## src/rtl/wake_pkg.sv

```systemverilog
// Shared types and register layout of the wake capture unit.
package wake_pkg;
    // One received byte together with its framing strobes.
    typedef struct packed {
        logic       valid;
        logic       sof;
        logic       eof;
        logic       good;
        logic [7:0] data;
    } rx_beat_t;

    // Word offsets in the register port (buffer lives at top half).
    localparam int REG_CTRL = 0;
    localparam int REG_STAT = 1;
    localparam int REG_LEN  = 2;

    // Bit positions.
    localparam int CTRL_EN  = 0;
    localparam int CTRL_PME = 1;
    localparam int ST_MAGIC = 0;
    localparam int ST_PME   = 1;
endpackage

```

## src/rtl/wake_magic_detect.sv

```systemverilog
// Magic pattern matcher.
// Scans the byte stream for SYNC_LEN or more 0xFF bytes directly followed
// by ADDR_COPIES copies of the station address. hit_now reports, for the
// beat on the input, whether the current frame has matched so far
// (including that beat). Assumes sof only comes with valid and that the
// station address never starts with 0xFF (true for unicast addresses).
module wake_magic_detect
    import wake_pkg::*;
#(
    parameter int SYNC_LEN    = 6,
    parameter int ADDR_COPIES = 16,
    parameter int ADDR_BYTES  = 6
) (
    input  logic                      clk,
    input  logic                      rst_n,
    input  rx_beat_t                  beat,
    input  logic [8*ADDR_BYTES-1:0]   station_addr,
    output logic                      hit_now
);
    localparam int FF_W  = $clog2(SYNC_LEN + 1);
    localparam int PTR_W = $clog2(ADDR_BYTES);
    localparam int CPY_W = $clog2(ADDR_COPIES);

    logic [7:0]       addr_byte [ADDR_BYTES];
    logic [FF_W-1:0]  ff_cnt,  ff_n;
    logic             in_match, match_n;
    logic [PTR_W-1:0] ptr,     ptr_n;
    logic [CPY_W-1:0] copy,    copy_n;
    logic             found,   found_n;
    logic             done;

    // Split the address into wire-order bytes.
    for (genvar g = 0; g < ADDR_BYTES; g++) begin : g_addr
        assign addr_byte[g] = station_addr[8*(ADDR_BYTES-1-g) +: 8];
    end

    // Next-state of the matcher for the beat on the input.
    always_comb begin
        ff_n    = beat.sof ? '0 : ff_cnt;
        match_n = beat.sof ? 1'b0 : in_match;
        ptr_n   = beat.sof ? '0 : ptr;
        copy_n  = beat.sof ? '0 : copy;
        found_n = beat.sof ? 1'b0 : found;
        done    = 1'b0;
        if (beat.valid) begin
            if (match_n) begin
                if (beat.data == addr_byte[ptr_n]) begin
                    if (ptr_n == PTR_W'(ADDR_BYTES - 1)) begin
                        ptr_n = '0;
                        if (copy_n == CPY_W'(ADDR_COPIES - 1)) begin
                            done    = 1'b1;
                            match_n = 1'b0;
                            copy_n  = '0;
                        end else begin
                            copy_n = copy_n + CPY_W'(1);
                        end
                    end else begin
                        ptr_n = ptr_n + PTR_W'(1);
                    end
                end else begin
                    match_n = 1'b0;
                    ptr_n   = '0;
                    copy_n  = '0;
                    ff_n    = (beat.data == 8'hFF) ? FF_W'(1) : '0;
                end
            end else if (beat.data == 8'hFF) begin
                if (ff_n != FF_W'(SYNC_LEN)) ff_n = ff_n + FF_W'(1);
            end else if (ff_n == FF_W'(SYNC_LEN) && beat.data == addr_byte[0]) begin
                match_n = 1'b1;
                ptr_n   = PTR_W'(1);
                copy_n  = '0;
                ff_n    = '0;
            end else begin
                ff_n = '0;
            end
            if (done) found_n = 1'b1;
        end
        hit_now = found_n;
    end

    // Register the matcher state on every valid beat.
    always_ff @(posedge clk) begin
        if (!rst_n) begin
            ff_cnt   <= '0;
            in_match <= 1'b0;
            ptr      <= '0;
            copy     <= '0;
            found    <= 1'b0;
        end else if (beat.valid) begin
            ff_cnt   <= ff_n;
            in_match <= match_n;
            ptr      <= ptr_n;
            copy     <= copy_n;
            found    <= found_n;
        end
    end

    AST_PTR_RANGE: assert property (@(posedge clk) disable iff (!rst_n)
        in_match |-> (int'(ptr) < ADDR_BYTES));
    AST_SYNC_CLEAR_IN_MATCH: assert property (@(posedge clk) disable iff (!rst_n)
        in_match |-> (ff_cnt == '0));
endmodule

```

## src/rtl/wake_capture_buf.sv

```systemverilog
// Capture store for the opening bytes of each frame.
// Writes each byte at its frame position while not frozen, up to DEPTH
// bytes, and latches the byte count on commit. Reads are registered.
// Assumes commit is only raised on an end-of-frame beat and never while
// frozen.
module wake_capture_buf
    import wake_pkg::*;
#(
    parameter int DEPTH = 128,
    parameter int IDX_W = $clog2(DEPTH),
    parameter int LEN_W = $clog2(DEPTH + 1)
) (
    input  logic             clk,
    input  logic             rst_n,
    input  rx_beat_t         beat,
    input  logic             frozen,
    input  logic             commit,
    input  logic             rd_en,
    input  logic [IDX_W-1:0] rd_idx,
    output logic [7:0]       rd_byte,
    output logic [LEN_W-1:0] cap_len
);
    logic [7:0]       mem [DEPTH];
    logic [LEN_W-1:0] wr_cnt, pos, cnt_n;
    logic             room;

    // Position of the current byte and the count after it.
    always_comb begin
        pos   = beat.sof ? '0 : wr_cnt;
        room  = pos < LEN_W'(DEPTH);
        cnt_n = room ? pos + LEN_W'(1) : pos;
    end

    // Byte counter within the frame.
    always_ff @(posedge clk) begin
        if (!rst_n)          wr_cnt <= '0;
        else if (beat.valid) wr_cnt <= cnt_n;
    end

    // Store bytes while the buffer is open.
    always_ff @(posedge clk) begin
        if (beat.valid && !frozen && room) mem[pos[IDX_W-1:0]] <= beat.data;
    end

    // Registered buffer read.
    always_ff @(posedge clk) begin
        if (!rst_n)     rd_byte <= '0;
        else if (rd_en) rd_byte <= mem[rd_idx];
    end

    // Captured length, taken when a match is committed.
    always_ff @(posedge clk) begin
        if (!rst_n)      cap_len <= '0;
        else if (commit) cap_len <= cnt_n;
    end

    AST_LEN_LIMIT: assert property (@(posedge clk) disable iff (!rst_n)
        int'(cap_len) <= DEPTH);
    AST_LEN_FROZEN: assert property (@(posedge clk) disable iff (!rst_n)
        frozen |=> $stable(cap_len));
endmodule

```

## src/rtl/wake_regs.sv

```systemverilog
// Control and status registers plus the read mux.
// Holds wake enable and event enable, the sticky wake and event status
// bits (write-one-to-clear), the event pulse, and registered read data.
// Assumes commit is already qualified by wake enable and by a clear
// wake status bit.
module wake_regs
    import wake_pkg::*;
#(
    parameter int REG_AW = 8,
    parameter int LEN_W  = 8
) (
    input  logic              clk,
    input  logic              rst_n,
    input  logic              reg_wr,
    input  logic              reg_rd,
    input  logic [REG_AW-1:0] reg_addr,
    input  logic [31:0]       reg_wdata,
    input  logic              nv_load,
    input  logic              nv_wake_en,
    input  logic              commit,
    input  logic [LEN_W-1:0]  cap_len,
    input  logic [7:0]        buf_byte,
    output logic              wake_en,
    output logic              status_magic,
    output logic              pme_req,
    output logic [31:0]       reg_rdata
);
    logic        pme_en, pme_status;
    logic        wr_ctrl, wr_stat;
    logic        rd_buf;
    logic [31:0] rd_word;
    logic        unused_wdata;

    assign unused_wdata = &{1'b0, reg_wdata[31:2]};
    assign wr_ctrl = reg_wr && reg_addr == REG_AW'(REG_CTRL);
    assign wr_stat = reg_wr && reg_addr == REG_AW'(REG_STAT);

    // Control word: configuration load wins over a register write.
    always_ff @(posedge clk) begin
        if (!rst_n) begin
            wake_en <= 1'b0;
            pme_en  <= 1'b0;
        end else begin
            if (wr_ctrl) begin
                wake_en <= reg_wdata[CTRL_EN];
                pme_en  <= reg_wdata[CTRL_PME];
            end
            if (nv_load) wake_en <= nv_wake_en;
        end
    end

    // Sticky status bits: set by a match, cleared by writing one.
    always_ff @(posedge clk) begin
        if (!rst_n) begin
            status_magic <= 1'b0;
            pme_status   <= 1'b0;
        end else begin
            if (commit)                            status_magic <= 1'b1;
            else if (wr_stat && reg_wdata[ST_MAGIC]) status_magic <= 1'b0;
            if (commit && pme_en)                  pme_status   <= 1'b1;
            else if (wr_stat && reg_wdata[ST_PME]) pme_status   <= 1'b0;
        end
    end

    // One-cycle event request.
    always_ff @(posedge clk) begin
        if (!rst_n) pme_req <= 1'b0;
        else        pme_req <= commit && pme_en;
    end

    // Registered register read.
    always_ff @(posedge clk) begin
        if (!rst_n) begin
            rd_buf  <= 1'b0;
            rd_word <= '0;
        end else if (reg_rd) begin
            rd_buf <= reg_addr[REG_AW-1];
            if (reg_addr == REG_AW'(REG_CTRL))      rd_word <= {30'b0, pme_en, wake_en};
            else if (reg_addr == REG_AW'(REG_STAT)) rd_word <= {30'b0, pme_status, status_magic};
            else if (reg_addr == REG_AW'(REG_LEN))  rd_word <= 32'(cap_len);
            else                                    rd_word <= '0;
        end
    end

    assign reg_rdata = rd_buf ? {24'b0, buf_byte} : rd_word;

    AST_PME_ONE_CYCLE: assert property (@(posedge clk) disable iff (!rst_n)
        pme_req |=> !pme_req);
    AST_PME_FLAGGED: assert property (@(posedge clk) disable iff (!rst_n)
        pme_req |-> (pme_status && status_magic));
    AST_RISE_NEEDS_EN: assert property (@(posedge clk) disable iff (!rst_n)
        $rose(status_magic) |-> $past(wake_en));
    AST_W1C_MAGIC: assert property (@(posedge clk) disable iff (!rst_n)
        (wr_stat && reg_wdata[ST_MAGIC] && status_magic) |=> !status_magic);
endmodule

```

## src/rtl/wake_capture_top.sv

```systemverilog
// Magic packet wake-up capture unit, top level.
// Ties the matcher, capture store and register block together and forms
// the commit condition: good end of frame, match seen, wake enabled and
// no earlier capture pending. Assumes rx_sof/rx_eof/rx_good are only
// meaningful with rx_valid.
module wake_capture_top
    import wake_pkg::*;
#(
    parameter int CAP_DEPTH   = 128,
    parameter int SYNC_LEN    = 6,
    parameter int ADDR_COPIES = 16,
    parameter int REG_AW      = 8
) (
    input  logic              clk,
    input  logic              rst_n,
    input  logic              nv_load,
    input  logic              nv_wake_en,
    input  logic [47:0]       station_addr,
    input  logic              rx_valid,
    input  logic              rx_sof,
    input  logic              rx_eof,
    input  logic              rx_good,
    input  logic [7:0]        rx_data,
    input  logic              reg_wr,
    input  logic              reg_rd,
    input  logic [REG_AW-1:0] reg_addr,
    input  logic [31:0]       reg_wdata,
    output logic [31:0]       reg_rdata,
    output logic              pme_req
);
    localparam int IDX_W = $clog2(CAP_DEPTH);
    localparam int LEN_W = $clog2(CAP_DEPTH + 1);

    rx_beat_t         beat;
    logic             hit_now, commit, wake_en, status_magic;
    logic [7:0]       buf_byte;
    logic [LEN_W-1:0] cap_len;

    assign beat   = '{valid: rx_valid, sof: rx_sof, eof: rx_eof, good: rx_good, data: rx_data};
    assign commit = rx_valid && rx_eof && rx_good && hit_now && wake_en && !status_magic;

    wake_magic_detect #(
        .SYNC_LEN(SYNC_LEN), .ADDR_COPIES(ADDR_COPIES), .ADDR_BYTES(6)
    ) u_detect (
        .clk(clk), .rst_n(rst_n), .beat(beat),
        .station_addr(station_addr), .hit_now(hit_now)
    );

    wake_capture_buf #(
        .DEPTH(CAP_DEPTH), .IDX_W(IDX_W), .LEN_W(LEN_W)
    ) u_buf (
        .clk(clk), .rst_n(rst_n), .beat(beat), .frozen(status_magic),
        .commit(commit), .rd_en(reg_rd && reg_addr[REG_AW-1]),
        .rd_idx(reg_addr[IDX_W-1:0]), .rd_byte(buf_byte), .cap_len(cap_len)
    );

    wake_regs #(
        .REG_AW(REG_AW), .LEN_W(LEN_W)
    ) u_regs (
        .clk(clk), .rst_n(rst_n), .reg_wr(reg_wr), .reg_rd(reg_rd),
        .reg_addr(reg_addr), .reg_wdata(reg_wdata), .nv_load(nv_load),
        .nv_wake_en(nv_wake_en), .commit(commit), .cap_len(cap_len),
        .buf_byte(buf_byte), .wake_en(wake_en), .status_magic(status_magic),
        .pme_req(pme_req), .reg_rdata(reg_rdata)
    );
endmodule

```

## config.mk

```make
export PLATFORM = sky130hd
export DESIGN_NAME = wake_capture_top
export DESIGN_NICKNAME = d
export VERILOG_FILES = /design/src/rtl/wake_pkg.sv /design/src/rtl/wake_magic_detect.sv /design/src/rtl/wake_capture_buf.sv /design/src/rtl/wake_regs.sv /design/src/rtl/wake_capture_top.sv
export SDC_FILE = /design/constraint.sdc
export NUM_CORES = 1
export LEC_CHECK = 0
export BUFFER_PORTS_ARGS = -buffer_cell sky130_fd_sc_hd__clkbuf_2
export CAP_MARGIN = 20
export CELL_PAD_IN_SITES_DETAIL_PLACEMENT = 1
export CELL_PAD_IN_SITES_GLOBAL_PLACEMENT = 2
export CORE_UTILIZATION = 44
export DETAILED_ROUTE_END_ITERATION = 8
export HOLD_SLACK_MARGIN = 0.06
export PLACE_DENSITY_LB_ADDON = 0.1
export SLEW_MARGIN = 20
export SYNTH_ARGS = -nofsm -noshare
export SYNTH_HDL_FRONTEND = slang
export SYNTH_SLANG_ARGS = --single-unit
```

## constraint.sdc

```tcl
create_clock -name clk -period 2.6 [get_ports clk]
set_input_delay 0.13 -clock clk [delete_from_list [all_inputs] [get_ports clk]]
set_output_delay 0.13 -clock clk [all_outputs]
set_load 0.02 [all_outputs]
```

==> results of run 1 <==
==> cell type report <==
| type | instances | area [µm²] |
|---|---|---|
| tap | 1276 | 1600 |
| clock buffer | 130 | 2910 |
| multi-input combinational | 894 | 10400 |
| timing repair buffer | 404 | 3350 |
| inverter | 13 | 48.8 |
| sequential | 1074 | 31800 |
| fill | 8531 | 45500 |
| clock inverter | 81 | 962 |
==> stage by stage <==
stage / cell area [µm²] / utilization, % / std cells / setup WS [ns]
floorplan: 43000 / - / 2125 / 0.183
global placement: 46900 / 48.6 / 3637 / -0.0892
detailed placement: 46900 / 48.6 / 3637 / -0.0482
CTS: 51000 / 52.8 / 3869 / 0.0230
global route: 51100 / 52.9 / 3872 / -0.0748
finish: 51100 / 52.9 / 3872 / 0.130
==> how the worst max path moves through the flow <==
| stage | startpoint | to | cells after the start |
|---|---|---|---|
| floorplan | u_buf.wr_cnt[0]$_SDFFE_PN0P_ | u_buf.mem[68][0]$_DFFE_PP_ | 6 |
| global placement | reg_addr[0] | u_buf.rd_byte[0]$_SDFFE_PN0P_ | 9 |
| detailed placement | reg_addr[0] | u_buf.rd_byte[2]$_SDFFE_PN0P_ | 10 |
| CTS | u_detect.ptr[0]$_SDFFE_PN0P_ | u_detect.copy[2]$_SDFFE_PN0P_ | 9 |
| global route | u_detect.ptr[0]$_SDFFE_PN0P_ | u_detect.copy[2]$_SDFFE_PN0P_ | 11 |
| finish | u_detect.ptr[0]$_SDFFE_PN0P_ | u_detect.copy[2]$_SDFFE_PN0P_ | 11 |
==> power by group through the flow <==
stage	clock, mW	combinational, mW	sequential [mW]
final	16.7	2.07	19.0
after global routing	17.6	2.20	19.0
after CTS	17.1	2.10	19.0
after detailed placement	0	2.06	19.4
after global placement	0	2.02	19.4
after floorplan	0	1.06	19.3
==> cells in the final DEF (no fill, tap or decap), drive strengths merged, types with 21 or more instances in the layout <==
cell / instances
dfxtp: 50
mux4: 320
conb: 24
clkbuf: 202
nor2: 176
mux2i: 50
edfxtp: 1024
buf: 311
nand2: 89
clkinv: 50
a21oi: 31
dlygate4sd3: 21
==> cells by family (layout without fill, tap and decap cells) <==
logic type | count (synthesis) | in the layout | synth area share [%]
flops | 1074 | 1074 | 74.1
other cells | 1 | 24 | 0.00875
fa+ha+maj | 4 | 4 | 0.117
mux | 378 | 378 | 18.2
xor+xnor | 23 | 23 | 0.470
compound gates | 109 | 109 | 1.67
simple gates | 356 | 356 | 3.68
buf+inv | 157 | 628 | 1.81
==> registers in the layout (all words and copies together) (netlist names) <==
signal	cells
u_buf.mem	1024
u_buf.cap_len	8
u_buf.rd_byte	8
u_buf.wr_cnt	8
u_regs.rd_word	8
u_detect.copy	4
u_detect.ff_cnt	3
u_detect.ptr	3
u_detect.found	1
u_detect.in_match	1
u_regs.pme_en	1
u_regs.pme_req	1
u_regs.pme_status	1
u_regs.rd_buf	1
u_regs.status_magic	1
u_regs.wake_en	1
==> critical path, delay by kind of cell, from the launching register on <==
kind / cells / cell delay [ns]
buffers and inverters: 3 / 0.54
AO/OA/AOI/OAI: 3 / 0.49
flip-flops: 1 / 0.44
AND/OR/NAND/NOR: 3 / 0.44
multiplexers: 1 / 0.24
XOR/XNOR: 1 / 0.22
==> cell usage after synthesis, types with 4 or more instances <==
master	instances	area, µm²
a211oi_1	6	45.0
a21oi_1	31	155
a22o_1	6	52.6
a22oi_1	7	52.6
and3_1	4	25.0
buf_1	19	71.3
buf_2	22	110
buf_4	38	285
clkbuf_1	63	236
dfxtp_1	50	1000
edfxtp_1	1024	30700
ha_1	4	50.1
inv_1	11	41.3
mux2_2	8	90.1
mux2i_1	50	500
mux4_2	320	7210
nand2_1	89	334
nand3_1	17	85.1
nand3b_1	5	37.5
nand4_1	11	68.8
nor2_1	174	653
nor2b_1	16	100
nor3_1	9	45.0
nor3b_1	5	37.5
o21ai_0	17	85.1
o22ai_1	17	106
o32a_1	4	40.0
o32ai_1	4	35.0
or3_1	7	43.8
xnor2_1	15	131
xor2_1	8	70.1
==> repair_timing <==
action                                  in CTS  in global routing
hold endpoints to repair                   142                  0
endpoints found under the setup margin       0                 16
setup buffers                                0                  2
hold buffers                                21                  0
resized for setup                            0                  3
==> per-layer routing <==
metal	GRT usage (%)	up-vias
li1	-	9402
met1	33.1	11900
met2	37.4	600
met5	0	-
met3	3.65	123
met4	5.37	2
==> impl_results.md, run 1 <==
* Detailed Place HPWL at 73800 µm
* Die H at 314 µm
* Wl on met1 at 49300 µm
* Slowest cell on the critical path: dfxtp_1
* Hold Crit Depth at 2
* Reg-to-Reg Start: u_detect.ptr[0]$_SDFFE_PN0P_
* Tcrit/Tclk final at 95.0%
* CTS Sinks at 1074
* Delay of the slowest cell on the worst path at 0.44 ns
* Status: finished, final reports clean
* CP most frequent cell: buf_4
* Critical Path End Type: register
* CTS tree: done
* Worst Reg-to-Reg Cells at 11
* Highest Signal Layer: met5
* Initial detailed-routing violation count at 1955
* Final min period at 2.47 ns
* CTS Buf Count at 113
* Register area share after synthesis at 74.1%
* Hold Path Class: in -> reg
* Worst rel slew slack at 24.6%
* Crit path launch type: register
* Tightest Pin Transition at 1.13 ns
* Final Hold Viols at 0
* R2R setup slack at 0.13 ns
* Drc violations at 0
* Die area at 98700 µm²
* Crit-path max FO at 16
* Fin Setup TNS at 0 ns
* WL met2 at 55300 µm
* Fin nets at 2610
* Final setup viols at 0
* FF-to-FF End: u_detect.copy[2]$_SDFFE_PN0P_
* Comb pwr share at 5.5%
* Ys flop type: edfxtp_1
* Vias in the first global route at 23200
* Clock latency on the worst-skew pair at 0.71 ns
* WHS at 0.113 ns
* Clock Skew at 0.0270 ns
* Global-route wire length before repair at 164000 µm
* GRT Util Overall at 23.1%
* Avg Cell Area, Syn at 20.4 µm²
* Register bit total from synthesis at 1074
* Post-Syn Area at 42900 µm²
* Area growth, synth to finish at 19.1%
* WL met3 at 5780 µm
* Synth unique cells at 63
* Warnings from Yosys at 0
* Clock-pin slew on the worst setup and hold paths at 0.06 ns
* Layout cells sized above 1 at 34.5%
* Grt ovf at 0
* DR vias at 22000
* Upper clock frequency limit at 0.405 GHz
* Sequential Power Share at 50.2%
* Longest Clk Path Bufs at 3
* Row cnt at 114
* Largest net degree at the start of global routing at 129
* Maximum vdd drop at 569 µV
* Fin. max-slew vios at 0
* IO buf count at 84
* Vias per cell at 5.68
* FFs w/ async S/R, synth at 0%
* Antenna Cells at 0
* Core area at 96600 µm²
* DRT Pass-1 Iters at 5
* P_int at 29.8 mW
* Total power draw at 37.8 mW
* Initial core utilization at 44.4%
* Number of synthesized flops with an enable pin at 1024
* Clock power share at 44.3%
* Hold endpoint: u_buf.mem[124][3]$_DFFE_PP_
* Synthesized instance count at 2102
* Wire per inst at 29.0 µm
* Max Cap Viol at 0
* GPL Wtd Cong at 0.794
* Crit Path Class: reg -> reg
* H-tree depth at 3
* Pleak at 16.8 nW
* Drt total wl at 112000 µm
* Die Wd at 314 µm
* Worst-path cell chain: buf_12 > mux2i_1 > a22oi_1 > a21oi_1 > xor2_1 > nand4_1 > buf_4 > nor3_2 > buf_4 > a41o_1 > nor3b_1
* CP arrival at 3.09 ns
* Pwr/cell area at 740 nW/µm²
* Crit path required time at 3.22 ns
* Clk root buf: clkbuf_16
* Initial antenna violation count at 6
* Sw Share at 21.0%
* Top Ports at 139
* Worst hold start: rx_data[3]
* Switch Pwr at 7.95 mW
* DRT antenna net count at 0
No activity file was read; power rests on OpenSTA's default activity.
==> inputs of run 2 (changes only) <==
--- a/config.mk
+++ b/config.mk
@@ -5,14 +5,16 @@
 export SDC_FILE = /design/constraint.sdc
 export NUM_CORES = 1
 export LEC_CHECK = 0
+export ABC_AREA = 1
 export BUFFER_PORTS_ARGS = -buffer_cell sky130_fd_sc_hd__clkbuf_2
 export CAP_MARGIN = 20
 export CELL_PAD_IN_SITES_DETAIL_PLACEMENT = 1
 export CELL_PAD_IN_SITES_GLOBAL_PLACEMENT = 2
-export CORE_UTILIZATION = 44
+export CORE_UTILIZATION = 39
 export DETAILED_ROUTE_END_ITERATION = 8
 export HOLD_SLACK_MARGIN = 0.06
 export PLACE_DENSITY_LB_ADDON = 0.1
+export RECOVER_POWER = 25
 export SLEW_MARGIN = 20
 export SYNTH_ARGS = -nofsm -noshare
 export SYNTH_HDL_FRONTEND = slang
==> impl_results.md, run 2 <==
* Max reg flops at 1024 (unchanged)
* FFs w/ async S/R, synth at 0% (unchanged)
* Clk root buf: clkbuf_16
* Final setup viols at 0 (unchanged)
* Worst rel slew slack at -23.5% (-48 points)
* Fin. max-slew vios at 516 (+516)
* Pwr/cell area at 739 nW/µm² (about the same)
* Violated checks: capacitance limit, slew limit
* Count leader, synth: edfxtp_1
* Clock latency on the worst-skew pair at 0.71 ns (about the same)
* R2R setup slack at 0.24 ns (+0.11 ns)
* Crit Path Class: in -> reg
* Clock Skew at 0.0338 ns (+0.00678 ns)
* CTS tree: done
* Critical Path End Type: register
* Die H at 335 µm (+6.7%)
* Drt total wl at 138000 µm (+23%)
* Hold Path Class: in -> reg
* Tcrit/Tclk final at 92.4% (-2.6 points)
* Most frequent cells after synthesis: edfxtp_1 (1024), o21ai_0 (523), nor2_1 (467)
* H-tree depth at 3 (unchanged)
* Register bit total from synthesis at 1074 (unchanged)
* Warnings from Yosys at 0 (unchanged)
* Fillers at 11200 (+32%)
* Share of the synthesized area in the top cell type at 71.0% (-0.73 points)
* CP arrival at 2.99 ns (-0.10 ns)
* CTS Sinks at 1074 (unchanged)
* Synth unique cells at 44 (-30%)
* Longest Clk Path Bufs at 3 (unchanged)
* Row cnt at 121 (+6.1%)
* DR vias at 29200 (+33%)
* Antenna Cells at 0 (unchanged)
* GPL Wtd Cong at 0.850 (+7.1%)
* Largest net degree at the start of global routing at 129 (unchanged)
* Area growth, synth to finish at 18.1%
* Wire per inst at 26.1 µm (-9.8%)
* Crit-path max FO at 17 (+1)
* GRT Util Overall at 24.5% (+1.4 points)
* Max Cap Viol at 4 (+4)
* Core area at 109000 µm² (+13%)
* Final Hold Viols at 0 (unchanged)
* Initial detailed-routing violation count at 2531 (+29%)
* Final core utilization at 46.7% (-6.2 points)
* Synth top area cells: edfxtp_1 (71%), o21ai_0 (6.0%), nor2_1 (4.0%), nand2_1 (3.1%), dfxtp_1 (2.3%)
* Vias in the first global route at 30700 (+32%)
* Tightest Pin Transition at 1.85 ns (+0.722 ns)
* Fin nets at 3821 (+46%)
* Total power draw at 37.8 mW (about the same)
* Detailed Place HPWL at 85800 µm (+16%)
* Layout cells sized above 1 at 14.5% (-20 points)
* Clock-pin slew on the worst setup and hold paths at 0.06 ns (about the same)
* Initial core utilization at 39.6% (-4.8 points)
* DRT Pass-1 Iters at 5 (unchanged)
* Register area share after synthesis at 73.3% (-0.75 points)
* Post-Syn Area at 43300 µm² (+1.0%)
* Maximum vdd drop at 583 µV (+2.4%)
* Commonest non-fill, non-tap cells in the layout: edfxtp_1 (1024), o21ai_0 (523), nor2_1 (462), nand2_1 (363), buf_4 (241)
* Die Wd at 335 µm (+6.7%)
* Avg Cell Area, Syn at 12.6 µm² (-38%)
* Crit path required time at 3.19 ns (-0.03 ns)
* IO buf count at 84 (unchanged)
* Drc violations at 0 (unchanged)
* Cell taking the most area after synthesis: edfxtp_1
* Initial antenna violation count at 4 (-2)
* Die area at 112000 µm² (+14%)
* Vias per cell at 5.53 (-2.6%)
* Crit path launch type: primary input
* Grt ovf at 0 (unchanged)
* Postcts setup bufs at 0 (unchanged)
* Global-route wire length before repair at 204000 µm (+24%)
* Most common cell after layout, fill and taps aside: edfxtp_1
* Upper clock frequency limit at 0.416 GHz (+2.8%)
* Top Ports at 139 (unchanged)
* Status: finished, violations left
* Number of synthesized flops with an enable pin at 1024 (unchanged)
* DRT antenna net count at 0 (unchanged)
* Ys flop type: edfxtp_1
* Pleak at 17.3 nW (+2.8%)
* Final min period at 2.40 ns (-0.0682 ns)
* CTS Buf Count at 117 (+3.5%)
* Synthesized instance count at 3425 (+63%)
==> run 2: cell count changes after synthesis, sizes merged, moves of 82 or more <==
cell and delta:
a21oi +84, o21ai +508, clkbuf +82, a221oi +113, nand3 +160, inv +96
nand2 +279, nor2 +297, a22oi +113, mux4 -320
==> run 2: worst max-delay path: stages <==
cell	delay, ns
buf_2	0.19
nor2_4	0.43
buf_4	0.34
nand4_1	0.18
nor3_1	0.64
nand2_1	0.19
nand2_1	0.10
nand3_1	0.08
o211ai_1	0.09
dlygate4sd3_1	0.57
inv_1	0.04
==> run 2: cell families after synthesis <==
group,synth area share [%]
DFF,73.3
buffers and inverters,3.54
other,0.00866
and+or+nand+nor,9.84
xor gates and xnor gates,0.243
adders and majority gates,0.116
muxes,0.104
AOI/OAI and AO/OA,12.8
==> run 2: area by class of cell <==
class	count	area (µm²)	area share, %
clock inverter	74	653	1.28
multi-input combinational	2020	10200	19.9
tap	1476	1850	3.61
clock buffer	143	3070	6.00
sequential	1074	31800	62.1
timing repair buffer	387	3240	6.34
inverter	111	427	0.834
==> run 2: layer usage <==
metal | track usage [%] | wire (µm) | up-vias
met5 | 0 | 13 | -
met4 | 5.68 | 3000 | 2
met3 | 2.90 | 5930 | 185
met2 | 41.1 | 67000 | 732
met1 | 34.1 | 62200 | 15100
li1 | - | - | 13200
==> run 2: repair_timing <==
| item | 4_1_cts | 5_1_grt |
|---|---|---|
| endpoints found under the setup margin | 0 | 20 |
| hold buffers | 22 | 0 |
| resized for setup | 0 | 8 |
| endpoints found under the hold margin | 91 | 0 |
==> run 2: final timing paths <==
kind / cells after the start / startpoint / end
max: 11 / reg_addr[2] / u_regs.wake_en$_SDFFE_PN0P_
max reg2reg: 16 / u_detect.ptr[0]$_SDFFE_PN0P_ / u_buf.cap_len[7]$_SDFFE_PN0P_
min: 7 / station_addr[46] / u_detect.in_match$_SDFFE_PN0P_
min reg2reg: 2 / u_regs.rd_word[2]$_SDFFE_PN0P_ / u_regs.rd_word[2]$_SDFFE_PN0P_
==> run 2: power breakdown <==
group	switching (mW)	total (mW)	internal, mW
Sequential	0.0343	19.0	19.0
Clock	6.86	16.3	9.41
Combinational	1.82	2.51	0.688
Total	8.72	37.8	29.1
==> run 2: metrics by stage <==
stage / setup TNS (ns) / instances / setup WS [ns] / instance area [µm²] / hold WS [ns]
2_1_floorplan: 0 / 3448 / 0.386 / 43400 / 0.229
3_3_place_gp: 0 / 5046 / 0.0635 / 47300 / 0.360
3_5_place_dp: 0 / 5046 / 0.0639 / 47300 / 0.367
4_1_cts: 0 / 5285 / 0.0807 / 51200 / 0.0846
5_1_grt: -0.0163 / 5285 / -0.0163 / 51200 / 0.196
6_report: 0 / 5285 / 0.198 / 51200 / 0.146
==> inputs of run 3 (changes only) <==
--- a/config.mk
+++ b/config.mk
@@ -10,7 +10,7 @@
 export CAP_MARGIN = 20
 export CELL_PAD_IN_SITES_DETAIL_PLACEMENT = 1
 export CELL_PAD_IN_SITES_GLOBAL_PLACEMENT = 2
-export CORE_UTILIZATION = 39
+export CORE_UTILIZATION = 47
 export DETAILED_ROUTE_END_ITERATION = 8
 export HOLD_SLACK_MARGIN = 0.06
 export PLACE_DENSITY_LB_ADDON = 0.1
==> constraint.sdc (replaced) <==
create_clock -name clk -period 2.97 [get_ports clk]
set_input_delay 0.1485 -clock clk [delete_from_list [all_inputs] [get_ports clk]]
set_output_delay 0.1485 -clock clk [all_outputs]
set_load 0.02 [all_outputs]
==> impl_results.md, run 3 (synthesis results as in run 2) <==
* Clock-pin slew on the worst setup and hold paths at 0.06 ns (about the same)
* Pwr/cell area at 651 nW/µm² (-12%)
* CTS Buf Count at 112 (-4.3%)
* Clock Skew at 0.0181 ns (-0.0158 ns)
* Longest Clk Path Bufs at 3 (unchanged)
* Final setup viols at 0 (unchanged)
* Vias per cell at 5.95 (+7.6%)
* Most common cell after layout, fill and taps aside: edfxtp_1
* Initial antenna violation count at 2 (-2)
* RSZ-0062 raised after global routing: no
* CTS Sinks at 1074 (unchanged)
* Critical Path End Type: register
* Worst-path cell chain: buf_6 > nor2_2 > nand2_1 > nand3_1 > nand2_1 > nand2_1 > nand2_1 > nand2_1 > nand2_1 > nor2_1 > nand2_1 > nor2_4 > nand3_1 > a31oi_1 > dlygate4sd3_1
* Max reg flops at 1024 (unchanged)
* GRT Util Overall at 28.0% (+3.5 points)
* Final min period at 2.76 ns
* Commonest non-fill, non-tap cells in the layout: edfxtp_1 (1024), o21ai_0 (523), nor2_1 (463), nand2_1 (363), buf_4 (186)
* Fillers at 9077 (-19%)
* Maximum vdd drop at 507 µV (-13%)
* Wire per inst at 26.6 µm (+1.8%)
* Die area at 93400 µm² (-17%)
* Drc violations at 0 (unchanged)
* WHS at 0.126 ns (-0.0206 ns)
* Pleak at 16.9 nW (-2.6%)
* Clk root buf: clkbuf_16
* Upper clock frequency limit at 0.362 GHz
* Fin nets at 3758 (-1.6%)
* GPL Wtd Cong at 0.838 (-1.4%)
* Core area at 90700 µm² (-17%)
* Final Hold Viols at 0 (unchanged)
* Drt total wl at 131000 µm (-5.4%)
* CP arrival at 3.40 ns (+0.41 ns)
* Crit path launch type: register
* Global-route wire length before repair at 195000 µm (-4.2%)
* Area growth, synth to finish at 15.5%
* Tcrit/Tclk final at 93.0%
* CP most frequent cell: nand2_1
* Layout cells sized above 1 at 13.0% (-1.5 points)
* Largest net degree at the start of global routing at 128 (-0.78%)
* Tightest Pin Transition at 2.26 ns (+0.410 ns)
* Worst rel slew slack at -50.9% (-27 points)
* Die H at 306 µm (-8.9%)
* Hold Path Class: in -> reg
* Final setup margin at 0.209 ns (+0.0110 ns)
* Initial core utilization at 47.7% (+8.2 points)
* Max Cap Viol at 6 (+2)
* DR vias at 29200 (-0.017%)
* Detailed Place HPWL at 77700 µm (-9.5%)
* Grt ovf at 0 (unchanged)
* Slowest cell on the critical path: dlygate4sd3_1
* Top Ports at 139 (unchanged)
* Status: finished, violations left
* CP bufs+invs at 2 (-2)
* Clock latency on the worst-skew pair at 0.70 ns (about the same)
* Fin. max-slew vios at 341 (-34%)
* Vias in the first global route at 30800 (+0.44%)
* DRT Pass-1 Iters at 7 (+2)
* Crit Path Class: reg -> reg
* Crit-path max FO at 19 (+2)
* Fin Setup TNS at 0 ns (unchanged)
* IO buf count at 84 (unchanged)
* Crit-path leading delay family: simple AND/OR/NAND/NOR gates
* CTS tree: done
* Die Wd at 306 µm (-8.9%)
* Row cnt at 110 (-9.1%)
* Crit path required time at 3.61 ns (+0.42 ns)
* Initial detailed-routing violation count at 2452 (-3.1%)
* Setup WS pre-CTS at 0.408 ns (+0.344 ns)
* H-tree depth at 3 (unchanged)
* DRT antenna net count at 0 (unchanged)
* Violated checks: capacitance limit, slew limit
* Delay of the slowest cell on the worst path at 0.56 ns (-0.08 ns)
==> run 3: repair_timing <==
action	CTS	global route
hold endpoints to repair	64	0
hold buffers	24	0
endpoints found under the setup margin	0	1
setup buffers	0	3
resized for setup	0	9
==> run 3: path summary, 6_finish.rpt <==
check	start	slack [ns]	endpoint	depth (start not counted)
setup reg to reg	u_detect.ptr[0]$_SDFFE_PN0P_	0.21	u_detect.copy[3]$_SDFFE_PN0P_	15
hold / removal	rx_data[6]	0.13	u_detect.ff_cnt[0]$_SDFFE_PN0P_	7
setup / recovery	u_detect.ptr[0]$_SDFFE_PN0P_	0.21	u_detect.copy[3]$_SDFFE_PN0P_	15
hold reg to reg	u_regs.rd_word[5]$_SDFFE_PN0P_	0.47	u_regs.rd_word[5]$_SDFFE_PN0P_	2
==> run 3: routing by layer <==
layer | part of all wire [%] | up-vias | track usage, %
li1 | - | 13100 | -
met1 | 42 | 15100 | 37.3
met2 | 50 | 862 | 48.3
met3 | 5.2 | 199 | 3.64
met4 | 2.4 | 0 | 7.49
met5 | 0 | - | 0
==> run 3: cell type report <==
cell class	count	area [µm²]	area share, %
Clock inverter	64	663	1.33
Timing Repair Buffer	329	2620	5.23
Sequential cell	1074	31800	63.5
Clock buffer	138	2930	5.86
Tap cell	1176	1470	2.94
Inverter	111	429	0.858
Multi-Input combinational cell	2020	10200	20.3
Antenna cell	1	2.50	0.00500
==> run 3: through the flow <==
stage               total power, mW  std cells  area (µm²)  util [%]
global route                   33.5       4912       50000      55.2
global placement               18.9       4683       46200      50.9
finish                         32.6       4913       50000      55.2
CTS                            32.8       4909       50000      55.2
detailed placement             19.0       4683       46200      50.9
floorplan                      18.0       3448       43400         -
==> run 3: power by group <==
| group | internal [mW] | switching, mW |
|---|---|---|
| Clock | 8.02 | 5.83 |
| Sequential | 16.6 | 0.0299 |
| Combinational | 0.529 | 1.53 |
| Total | 25.2 | 7.39 |
==> run 3: tightest hold or removal path, delay by kind of cell <==
family                 cells  cell delay (ns)
and+or+nand+nor            3             0.23
buffers and inverters      2             0.25
AOI/OAI and AO/OA          2             0.13
